[src/rtl/stk_pkg.sv]
package stk_pkg;
  localparam logic [2:0] OP_NOP  = 3'd0;
  localparam logic [2:0] OP_PUSH = 3'd1;
  localparam logic [2:0] OP_POP  = 3'd2;
  localparam logic [2:0] OP_ALU  = 3'd3;
  localparam logic [2:0] OP_DUP  = 3'd4;
  localparam logic [2:0] OP_SWAP = 3'd5;

  localparam logic [1:0] ALU_ADD = 2'd0;
  localparam logic [1:0] ALU_SUB = 2'd1;
  localparam logic [1:0] ALU_AND = 2'd2;
  localparam logic [1:0] ALU_XOR = 2'd3;

  function automatic logic is_grow(input logic [2:0] op);
    return (op == OP_PUSH) || (op == OP_DUP);
  endfunction

  function automatic logic is_shrink(input logic [2:0] op);
    return (op == OP_POP) || (op == OP_ALU);
  endfunction
endpackage

[src/rtl/stk_ram.sv]
module stk_ram #(
  parameter int unsigned W     = 16,
  parameter int unsigned DEPTH = 16,
  parameter int unsigned AW    = 4
) (
  input  logic          clk_i,
  input  logic          we_i,
  input  logic [AW-1:0] waddr_i,
  input  logic [W-1:0]  wdata_i,
  input  logic [AW-1:0] raddr_i,
  output logic [W-1:0]  rdata_o
);
  logic [W-1:0] mem_q [DEPTH];

  // read-old on collision; caller forwards
  always_ff @(posedge clk_i) begin
    if (we_i) mem_q[waddr_i] <= wdata_i;
    rdata_o <= mem_q[raddr_i];
  end
endmodule

[src/rtl/stk_addr.sv]
module stk_addr #(
  parameter int unsigned DEPTH = 16,
  parameter int unsigned CW    = 5,
  parameter int unsigned AW    = 4
) (
  input  logic          clk_i,
  input  logic          rst_ni,
  input  logic          grow_i,
  input  logic          shrink_i,
  output logic          ovf_o,
  output logic          unf_o,
  output logic [AW-1:0] rd_addr_o,
  output logic [AW-1:0] wr_addr_o,
  output logic [CW-1:0] cnt_next_o
);
  // look-ahead count: already includes the op now in execute
  logic [CW-1:0] cnt_q;
  logic [CW-1:0] cnt_dec;

  assign ovf_o     = grow_i && (cnt_q == CW'(DEPTH));
  assign unf_o     = shrink_i && (cnt_q == '0);
  assign cnt_dec   = cnt_q - CW'(1);
  assign rd_addr_o = cnt_dec[AW-1:0];
  assign wr_addr_o = cnt_q[AW-1:0];

  always_comb begin
    cnt_next_o = cnt_q;
    if (grow_i && !ovf_o)        cnt_next_o = cnt_q + CW'(1);
    else if (shrink_i && !unf_o) cnt_next_o = cnt_dec;
  end

  always_ff @(posedge clk_i or negedge rst_ni) begin
    if (!rst_ni) cnt_q <= '0;
    else         cnt_q <= cnt_next_o;
  end
endmodule

[src/rtl/stk_alu.sv]
module stk_alu #(
  parameter int unsigned W = 16
) (
  input  logic [1:0]   sel_i,
  input  logic [W-1:0] nos_i,
  input  logic [W-1:0] tos_i,
  output logic [W-1:0] res_o
);
  import stk_pkg::*;

  always_comb begin
    unique case (sel_i)
      ALU_ADD: res_o = nos_i + tos_i;
      ALU_SUB: res_o = nos_i - tos_i;
      ALU_AND: res_o = nos_i & tos_i;
      ALU_XOR: res_o = nos_i ^ tos_i;
      default: res_o = '0;
    endcase
  end
endmodule

[src/rtl/stack_cache.sv]
module stack_cache #(
  parameter int unsigned W     = 16,
  parameter int unsigned DEPTH = 16
) (
  input  logic                         clk_i,
  input  logic                         rst_ni,
  input  logic [2:0]                   op_i,
  input  logic [1:0]                   alu_sel_i,
  input  logic [W-1:0]                 imm_i,
  output logic [W-1:0]                 tos_o,
  output logic [W-1:0]                 nos_o,
  output logic [$clog2(DEPTH+1)-1:0]   depth_o,
  output logic                         ovf_o,
  output logic                         unf_o
);
  import stk_pkg::*;

  localparam int unsigned CW = $clog2(DEPTH + 1);
  localparam int unsigned AW = (DEPTH > 1) ? $clog2(DEPTH) : 1;

  // decode stage
  logic [2:0]    dec_op_q;
  logic [1:0]    dec_sel_q;
  logic [W-1:0]  dec_imm_q;
  logic          dec_ovf, dec_unf;
  logic [AW-1:0] dec_rd_addr, dec_wr_addr;
  logic [CW-1:0] dec_cnt_next;

  // execute stage
  logic [2:0]    ex_op_q;
  logic [1:0]    ex_sel_q;
  logic [W-1:0]  ex_imm_q;
  logic          ex_ovf_q, ex_unf_q;
  logic [AW-1:0] ex_waddr_q;
  logic [CW-1:0] ex_cnt_q;

  logic [W-1:0]  tos_q, nos_q;
  logic [CW-1:0] depth_q;
  logic          ovf_q, unf_q;

  logic          ram_we;
  logic [W-1:0]  ram_rdata, fill_data, alu_res;
  logic          fwd_q;
  logic [W-1:0]  fwd_data_q;

  always_ff @(posedge clk_i or negedge rst_ni) begin
    if (!rst_ni) begin
      dec_op_q  <= OP_NOP;
      dec_sel_q <= '0;
      dec_imm_q <= '0;
    end else begin
      dec_op_q  <= op_i;
      dec_sel_q <= alu_sel_i;
      dec_imm_q <= imm_i;
    end
  end

  stk_addr #(.DEPTH(DEPTH), .CW(CW), .AW(AW)) u_addr (
    .clk_i      (clk_i),
    .rst_ni     (rst_ni),
    .grow_i     (is_grow(dec_op_q)),
    .shrink_i   (is_shrink(dec_op_q)),
    .ovf_o      (dec_ovf),
    .unf_o      (dec_unf),
    .rd_addr_o  (dec_rd_addr),
    .wr_addr_o  (dec_wr_addr),
    .cnt_next_o (dec_cnt_next)
  );

  always_ff @(posedge clk_i or negedge rst_ni) begin
    if (!rst_ni) begin
      ex_op_q    <= OP_NOP;
      ex_sel_q   <= '0;
      ex_imm_q   <= '0;
      ex_ovf_q   <= 1'b0;
      ex_unf_q   <= 1'b0;
      ex_waddr_q <= '0;
      ex_cnt_q   <= '0;
    end else begin
      ex_op_q    <= dec_op_q;
      ex_sel_q   <= dec_sel_q;
      ex_imm_q   <= dec_imm_q;
      ex_ovf_q   <= dec_ovf;
      ex_unf_q   <= dec_unf;
      ex_waddr_q <= dec_wr_addr;
      ex_cnt_q   <= dec_cnt_next;
    end
  end

  assign ram_we = is_grow(ex_op_q) && !ex_ovf_q;

  stk_ram #(.W(W), .DEPTH(DEPTH), .AW(AW)) u_ram (
    .clk_i   (clk_i),
    .we_i    (ram_we),
    .waddr_i (ex_waddr_q),
    .wdata_i (nos_q),
    .raddr_i (dec_rd_addr),
    .rdata_o (ram_rdata)
  );

  // spill and fill hit the same slot on the same edge
  always_ff @(posedge clk_i or negedge rst_ni) begin
    if (!rst_ni) begin
      fwd_q      <= 1'b0;
      fwd_data_q <= '0;
    end else begin
      fwd_q      <= ram_we && (ex_waddr_q == dec_rd_addr);
      fwd_data_q <= nos_q;
    end
  end

  assign fill_data = fwd_q ? fwd_data_q : ram_rdata;

  stk_alu #(.W(W)) u_alu (
    .sel_i (ex_sel_q),
    .nos_i (nos_q),
    .tos_i (tos_q),
    .res_o (alu_res)
  );

  always_ff @(posedge clk_i or negedge rst_ni) begin
    if (!rst_ni) begin
      tos_q   <= '0;
      nos_q   <= '0;
      depth_q <= '0;
      ovf_q   <= 1'b0;
      unf_q   <= 1'b0;
    end else begin
      depth_q <= ex_cnt_q;
      ovf_q   <= ex_ovf_q;
      unf_q   <= ex_unf_q;
      unique case (ex_op_q)
        OP_PUSH: if (!ex_ovf_q) begin tos_q <= ex_imm_q; nos_q <= tos_q; end
        OP_DUP:  if (!ex_ovf_q) nos_q <= tos_q;
        OP_POP:  if (!ex_unf_q) begin tos_q <= nos_q; nos_q <= fill_data; end
        OP_ALU:  if (!ex_unf_q) begin tos_q <= alu_res; nos_q <= fill_data; end
        OP_SWAP: begin tos_q <= nos_q; nos_q <= tos_q; end
        default: ;
      endcase
    end
  end

  assign tos_o   = tos_q;
  assign nos_o   = nos_q;
  assign depth_o = depth_q;
  assign ovf_o   = ovf_q;
  assign unf_o   = unf_q;
endmodule

[config.mk]
export PLATFORM = sky130hd
export DESIGN_NAME = stack_cache
export DESIGN_NICKNAME = d
export VERILOG_FILES = /design/src/rtl/stk_pkg.sv /design/src/rtl/stk_ram.sv /design/src/rtl/stk_addr.sv /design/src/rtl/stk_alu.sv /design/src/rtl/stack_cache.sv
export SDC_FILE = /design/constraint.sdc
export NUM_CORES = 1
export LEC_CHECK = 0
export BUFFER_PORTS_ARGS = -buffer_cell sky130_fd_sc_hd__buf_4
export CAP_MARGIN = 10
export CORE_MARGIN = 2
export CORE_UTILIZATION = 56
export DETAILED_ROUTE_END_ITERATION = 8
export PLACE_DENSITY = 0.73
export SLEW_MARGIN = 0
export SYNTH_ARGS = -nofsm -noshare
export SYNTH_HDL_FRONTEND = slang
export SYNTH_SLANG_ARGS = --single-unit
[constraint.sdc]
create_clock -name clk_i -period 2.61 [get_ports clk_i]
set_input_delay 0.1305 -clock clk_i [delete_from_list [all_inputs] [get_ports clk_i]]
set_output_delay 0.1305 -clock clk_i [all_outputs]
set_load 0.02 [all_outputs]
### After elaboration in Yosys (flattened, before gate mapping)

Memory sizes are Yosys's and may differ from the RTL's. A register that Yosys moved wholly into a read port is not among the register bits.
Cells that the tools add are included.
Widths: inputs -> output; s select.

| word-level totals | value |
|---|---|
| bits in registers | 109 |
| RAM bits | 256 |
| input port bits | 23 |
| logic and storage cells | 77 |
| memories kept | 1 |

| cells by class | value |
|---|---|
| $add $sub $neg | 4 |
| equality and inequality tests | 19 |
| mux-type cells | 13 |
| bitwise gates (word level) | 2 |
| reduce and logical (&&, ||, !) cells | 21 |

Memory list:

| memory | depth | bits a word | rd ports | clocked after Yosys merged registers in | write ports | line | source |
|---|---|---|---|---|---|---|---|
| u_ram.mem_q | 16 | 16 | 1 | 1 | 1 | stk_ram.sv:13 | `logic [W-1:0] mem_q [DEPTH];` |

Operators by type and width:

| operator | count |
|---|---|
| $pmux 16 s4 | 2 |
| $mux 16 | 6 |
| $pmux 16 s3 | 1 |
| $add 16x16->16 | 1 |
| $and 16x16->16 | 1 |
| $sub 16x16->16 | 1 |
| $xor 16x16->16 | 1 |
| $eq 3x2->1 const B | 4 |
| $mux 5 | 2 |
| $ne 2x2->1 const B | 5 |
| $eq 3x3->1 const B | 3 |
| $eq 3x1->1 const B | 2 |
| $logic_and 1x1->1 | 6 |
| $add 5x1->5 const B | 1 |
| $eq 5x5->1 const B | 1 |
| $logic_not 5->1 | 1 |
| $sub 5x1->5 const B | 1 |
| $eq 2x2->1 const B | 2 |
| $eq 4x4->1 | 1 |
| $reduce_and 4->1 | 1 |
| $reduce_bool 4->1 | 1 |
| $reduce_or 2->1 | 2 |
| $logic_not 1->1 | 3 |
| $logic_or 1x1->1 | 3 |
| 6 further kinds | 7 |

### Depth between registers and ports, before layout

| logic depth | value |
|---|---|
| depth in word-level cells | 7 |
| gate-level depth with buffers | 15 |

### Modules after synthesis

Synthesis repeated with hierarchy kept, for this count alone.

| second synthesis, totals | value |
|---|---|
| cell total of the unflattened synthesis | 1026 |
| area, all modules | 16313.1 um^2 |

Modules (own cells, without submodules):

| module | times used | cells an instance | area an instance (um^2) | sequential area each (um^2) |
|---|---|---|---|---|
| stk_ram | 1 | 432 | 10043.4 | 8007.7 |
| stack_cache | 1 | 329 | 4210.3 | 2727.6 |
| stk_alu | 1 | 217 | 1635.3 | 0.0 |
| stk_addr | 1 | 48 | 424.2 | 125.1 |

### Least setup slack after synthesis

OpenSTA, ideal clock, no wires.

| timing path | value |
|---|---|
| path type | register to register |
| start | register tos_q[2] (netlist: tos_o[2]) |
| end | register tos_q[13] (netlist: tos_o[13]) |
| library setup time | 0.082 ns |
| arrival | 2.906 ns |
| data required time | 2.528 ns |
| setup slack | -0.378 ns |
| cell stages (with the launch flop) | 15 |
| path buffers | 1 |
| period minus slack after synthesis | 2.988 ns |
| cells stage by stage | dfrtp_1 nor4_2 nand2_1 nor2_1 a21oi_1 xnor2_1 ha_1 clkbuf_1 a21oi_1 o21ai_1 a211o_1 a21oi_1 mux2i_1 o211ai_1 a31oi_1 |

| on the way | value |
|---|---|
| word-level cells in the longest chain between the ends | 4 |
| elaborated cells on any way between the ends | 5 |

Ends and longest elaborated chain:

| element | line | source |
|---|---|---|
| start: declaration | stack_cache.sv:37 | `logic [W-1:0] tos_q, nos_q;` |
| start signal: assignment | stack_cache.sv:133 | `OP_PUSH: if (!ex_ovf_q) begin tos_q <= ex_imm_q; nos_q <= tos_q; end` |
| start signal: assignment | stack_cache.sv:135 | `OP_POP: if (!ex_unf_q) begin tos_q <= nos_q; nos_q <= fill_data; end` |
| start signal: assignment | stack_cache.sv:136 | `OP_ALU: if (!ex_unf_q) begin tos_q <= alu_res; nos_q <= fill_data; end` |
| $sub 16x16->16 or $add 16x16->16 (tied branches) | stk_alu.sv:14, stk_alu.sv:13 |  |
| $pmux 16 s4 (*) | stk_alu.sv:12 | `unique case (sel_i)` |
| $mux 16 (*) | stack_cache.sv:136 |  |
| $pmux 16 s4 (*) | stack_cache.sv:132 | `unique case (ex_op_q)` |

Mark *: on every way between the ends. The rest lies on a longest branch, timed or not. The select of a mux whose other input is x is not followed.
A chain may end at the register's enable or synchronous reset.

### Worst setup path in the final report

| timing path | value |
|---|---|
| start | register tos_q[5] (netlist: tos_o[5]) |
| end | register tos_q[14] (netlist: tos_o[14]) |

Same word-level chain as after synthesis.

==> flow_summary.toml <==
[floorplanning]
coreArea_um2 = 27700
std_cell_rows = 61
dieArea_um2 = 29500
num_io_pins = 62
die_w_um = 172
initial_core_util_pct = 56.9
die_h_um = 172

[setup_path]
setup.worst_path.start = "tos_o[5]"
crit_path_end_kind = "flip-flop"
cp.required_ns = 3.01
cp.arrival_ns = 3.29
ff2ff_path_depth = 12
cp_max_fo = 5
criticalPathCategory = "reg -> reg"
crit-reg2reg-launch = "tos_o[5]"
startpoint_type = "flip-flop"

[yosys]
netlist_area_um2 = 15800
ys.flop_type = "edfxtp_1"
synthDominantAreaCellType = "edfxtp_1"
yosysSeqAreaShare_pct = 67.5
yosys-top-cells-count = "256 x edfxtp_1, 105 x dfrtp_1, 80 x mux4_2, 57 x nand2_1, 57 x nor2_1"
synth_cells = 970
synth-edff-count = 256
ys_seq_elements = 377
async_reset_ff_share_pct = 27.9
yosys.cell_types.count = 57
ys_top_cells_by_area = "edfxtp_1 49%, dfrtp_1 17%, mux4_2 11%"
ys_warn_count = 0
synth.most_common_cell = "edfxtp_1"
syn_nets = 1028
avgSynthCellArea_um2 = 16.2
synth_top_cell_area_share_pct = 48.8

[clock_tree]
clock-sinks = 377
clk_pin_slew_ns = 0.06
cts_tree = "built"
cts_buffer_depth = 3
insertion_delay_ns = 0.53
numCtsBuffers = 39
ctsRootBufferMaster = "clkbuf_16"
cts_max_level = 2

[timing]
fin_ws_ns = -0.282
slew_viol_final = 0
finalSetupViolCount = 8
relSlewSlack_pct = 52.6
setup_tns_ns = -1.56
rsz0062_at_grt = "true"
hold_viol = 0
fmax_mhz = 346
period_share_pct = 111
tightest_slew_ns = 0.712
fin_crit_ns = 2.89
clock_skew_ns = 0.0124

[grt]
gr-total-overflow = 0
grt_pass1_vias = 9489
grt_max_degree = 58
groute.usage.overall_pct = 26.8
grt_first_pass_wirelength_um = 57800
antenna_found_initial = 0

[detailed_routing]
route.detailed.drc = 0
drt-met1-wl_um = 16800
routed_wl_um = 38500
dr_total_vias = 9598
wl_met2_um = 18600
drtAntennaViolNets = 0
viasPerCell = 6.05
first_pass_iters = 5
top_layer = "met4"
drt_iter0_drc = 966
wl_met3_um = 2340
post_drt_wl_per_cell_um = 24.3

[cells_and_area]
diodes = 0
area_growth_pct = 24.2
layout.area.seq_um2 = 10700
fin_area_um2 = 19600
nNetsFinal = 1236
multi_input_area_um2 = 5260
final_layout_size_suffix_gt1_share_pct = 36.2
nFillCells = 1813

[run]
maxCapViolations = 0

[power]
static-leakage-power_nw = 7.33
powerDensity_nw_per_um2 = 1160
irDropWorstVdd_mv = 1.11

[place]
routabilityCongestion = 0.856
io_buffers = 61
dp_hpwl_um = 23100
postPlaceCellArea_um2 = 17400

[hold_path]
holdCritPathClass = "in -> async"

[run_status]
violations = "setup timing"
status = "finished with violations"
## metrics by stage
stage	utilization [%]	setup WS [ns]	total power, W	cells	hold slack [ns]
floorplan	-	-0.254	0.0133	970	-0.165
global placement	62.9	-0.355	0.0159	1474	0.221
detailed placement	62.9	-0.422	0.0161	1474	0.229
CTS	69.3	-0.304	0.0222	1575	0.217
global route	70.6	-0.453	0.0237	1586	0.236
finish	70.6	-0.282	0.0227	1586	0.193
## where the power goes
group	internal, W	leakage (nW)	switching [W]	total (W)
registers	0.00747	3.71	0.000504	0.00798
logic	0.00441	2.96	0.00462	0.00903
clock network	0.00340	0.658	0.00227	0.00567
total	0.0153	7.33	0.00739	0.0227
## routing by layer
| layer | GRT usage (%) | vias to the layer above |
|---|---|---|
| met5 | 0 | - |
| met4 | 6.52 | 0 |
| met3 | 4.07 | 70 |
| met2 | 42.4 | 381 |
| li1 | - | 4195 |
| met1 | 39.9 | 4952 |
## critical path: stages, from the launching register on
cell,delay [ns]
dfrtp_2,0.42
nor4_4,0.30
nor4b_4,0.25
buf_6,0.18
a31oi_4,0.10
xnor2_2,0.21
ha_4,0.24
buf_6,0.12
a211o_1,0.32
a31oi_4,0.18
o21a_1,0.18
xor2_2,0.18
o21ai_1,0.08
## state kept, by name, summed over array words and instances (netlist names)
register	flops
ex_sel_q	2
ex_unf_q	1
u_addr.cnt_q	5
depth_o	5
fwd_data_q	16
ex_ovf_q	1
u_ram.mem_q	256
fwd_q	1
unf_o	1
dec_imm_q	16
nos_o	16
ovf_o	1
tos_o	16
ex_imm_q	16
ex_op_q	3
dec_sel_q	2
u_ram.rdata_o	16
dec_op_q	3
## cells by family (layout without fill, tap and decap cells)
kind of cell / after synthesis / count (layout) / synth area share [%]
buffers and inverters: 64 / 302 / 1.90
AND/OR/NAND/NOR: 170 / 170 / 5.03
flip-flops: 377 / 377 / 67.5
AO/OA/AOI/OAI: 167 / 167 / 6.63
multiplexers: 119 / 119 / 13.9
adder cells (fa/ha/maj): 35 / 35 / 2.83
XOR/XNOR: 38 / 38 / 2.16
## cells in the final DEF (no fill, tap or decap), drive strengths merged, types with 3 or more instances in the layout
cell,n
a211o,4
a211oi,7
a21o,5
a21oi,50
a221oi,11
a22oi,5
a311oi,3
a31o,4
a31oi,10
buf,197
bufinv,5
clkbuf,49
clkinv,14
dfrtp,105
dfxtp,16
dlygate4sd3,22
edfxtp,256
ha,34
inv,14
mux2,4
mux2i,35
mux4,80
nand2,57
nand2b,10
nand3,15
nand3b,4
nor2,57
nor3,15
o21a,4
o21ai,46
o22ai,3
xnor2,23
xor2,15
## repair_timing
action | CTS | global route
buffers inserted | 8 | 12
pin swaps | 19 | 32
hold endpoints to repair | 69 | 0
setup endpoints to repair | 11 | 14
hold buffers | 22 | 0
gates resized for setup | 41 | 51
## layout make-up
| cell class | instances | area share, % |
|---|---|---|
| flip-flops and latches | 377 | 54.5 |
| multi-input cells | 529 | 26.9 |
| repair buffers | 219 | 9.26 |
| clock buffers | 49 | 5.44 |
| well taps | 378 | 2.42 |
| clock inverters | 22 | 1.30 |
| inverters | 12 | 0.230 |
## worst paths after layout
check | to | slack (ns)
max | tos_o[14] | -0.28
min | nos_o[11] | 0.19
max reg2reg | tos_o[14] | -0.28
min reg2reg | ex_imm_q[1] | 0.34
max in group asynchronous | u_addr.cnt_q[0] | 1.62
min in group clk_i | dec_op_q[2] | 0.25
Note: power is estimated with default switching activity, not from simulation.
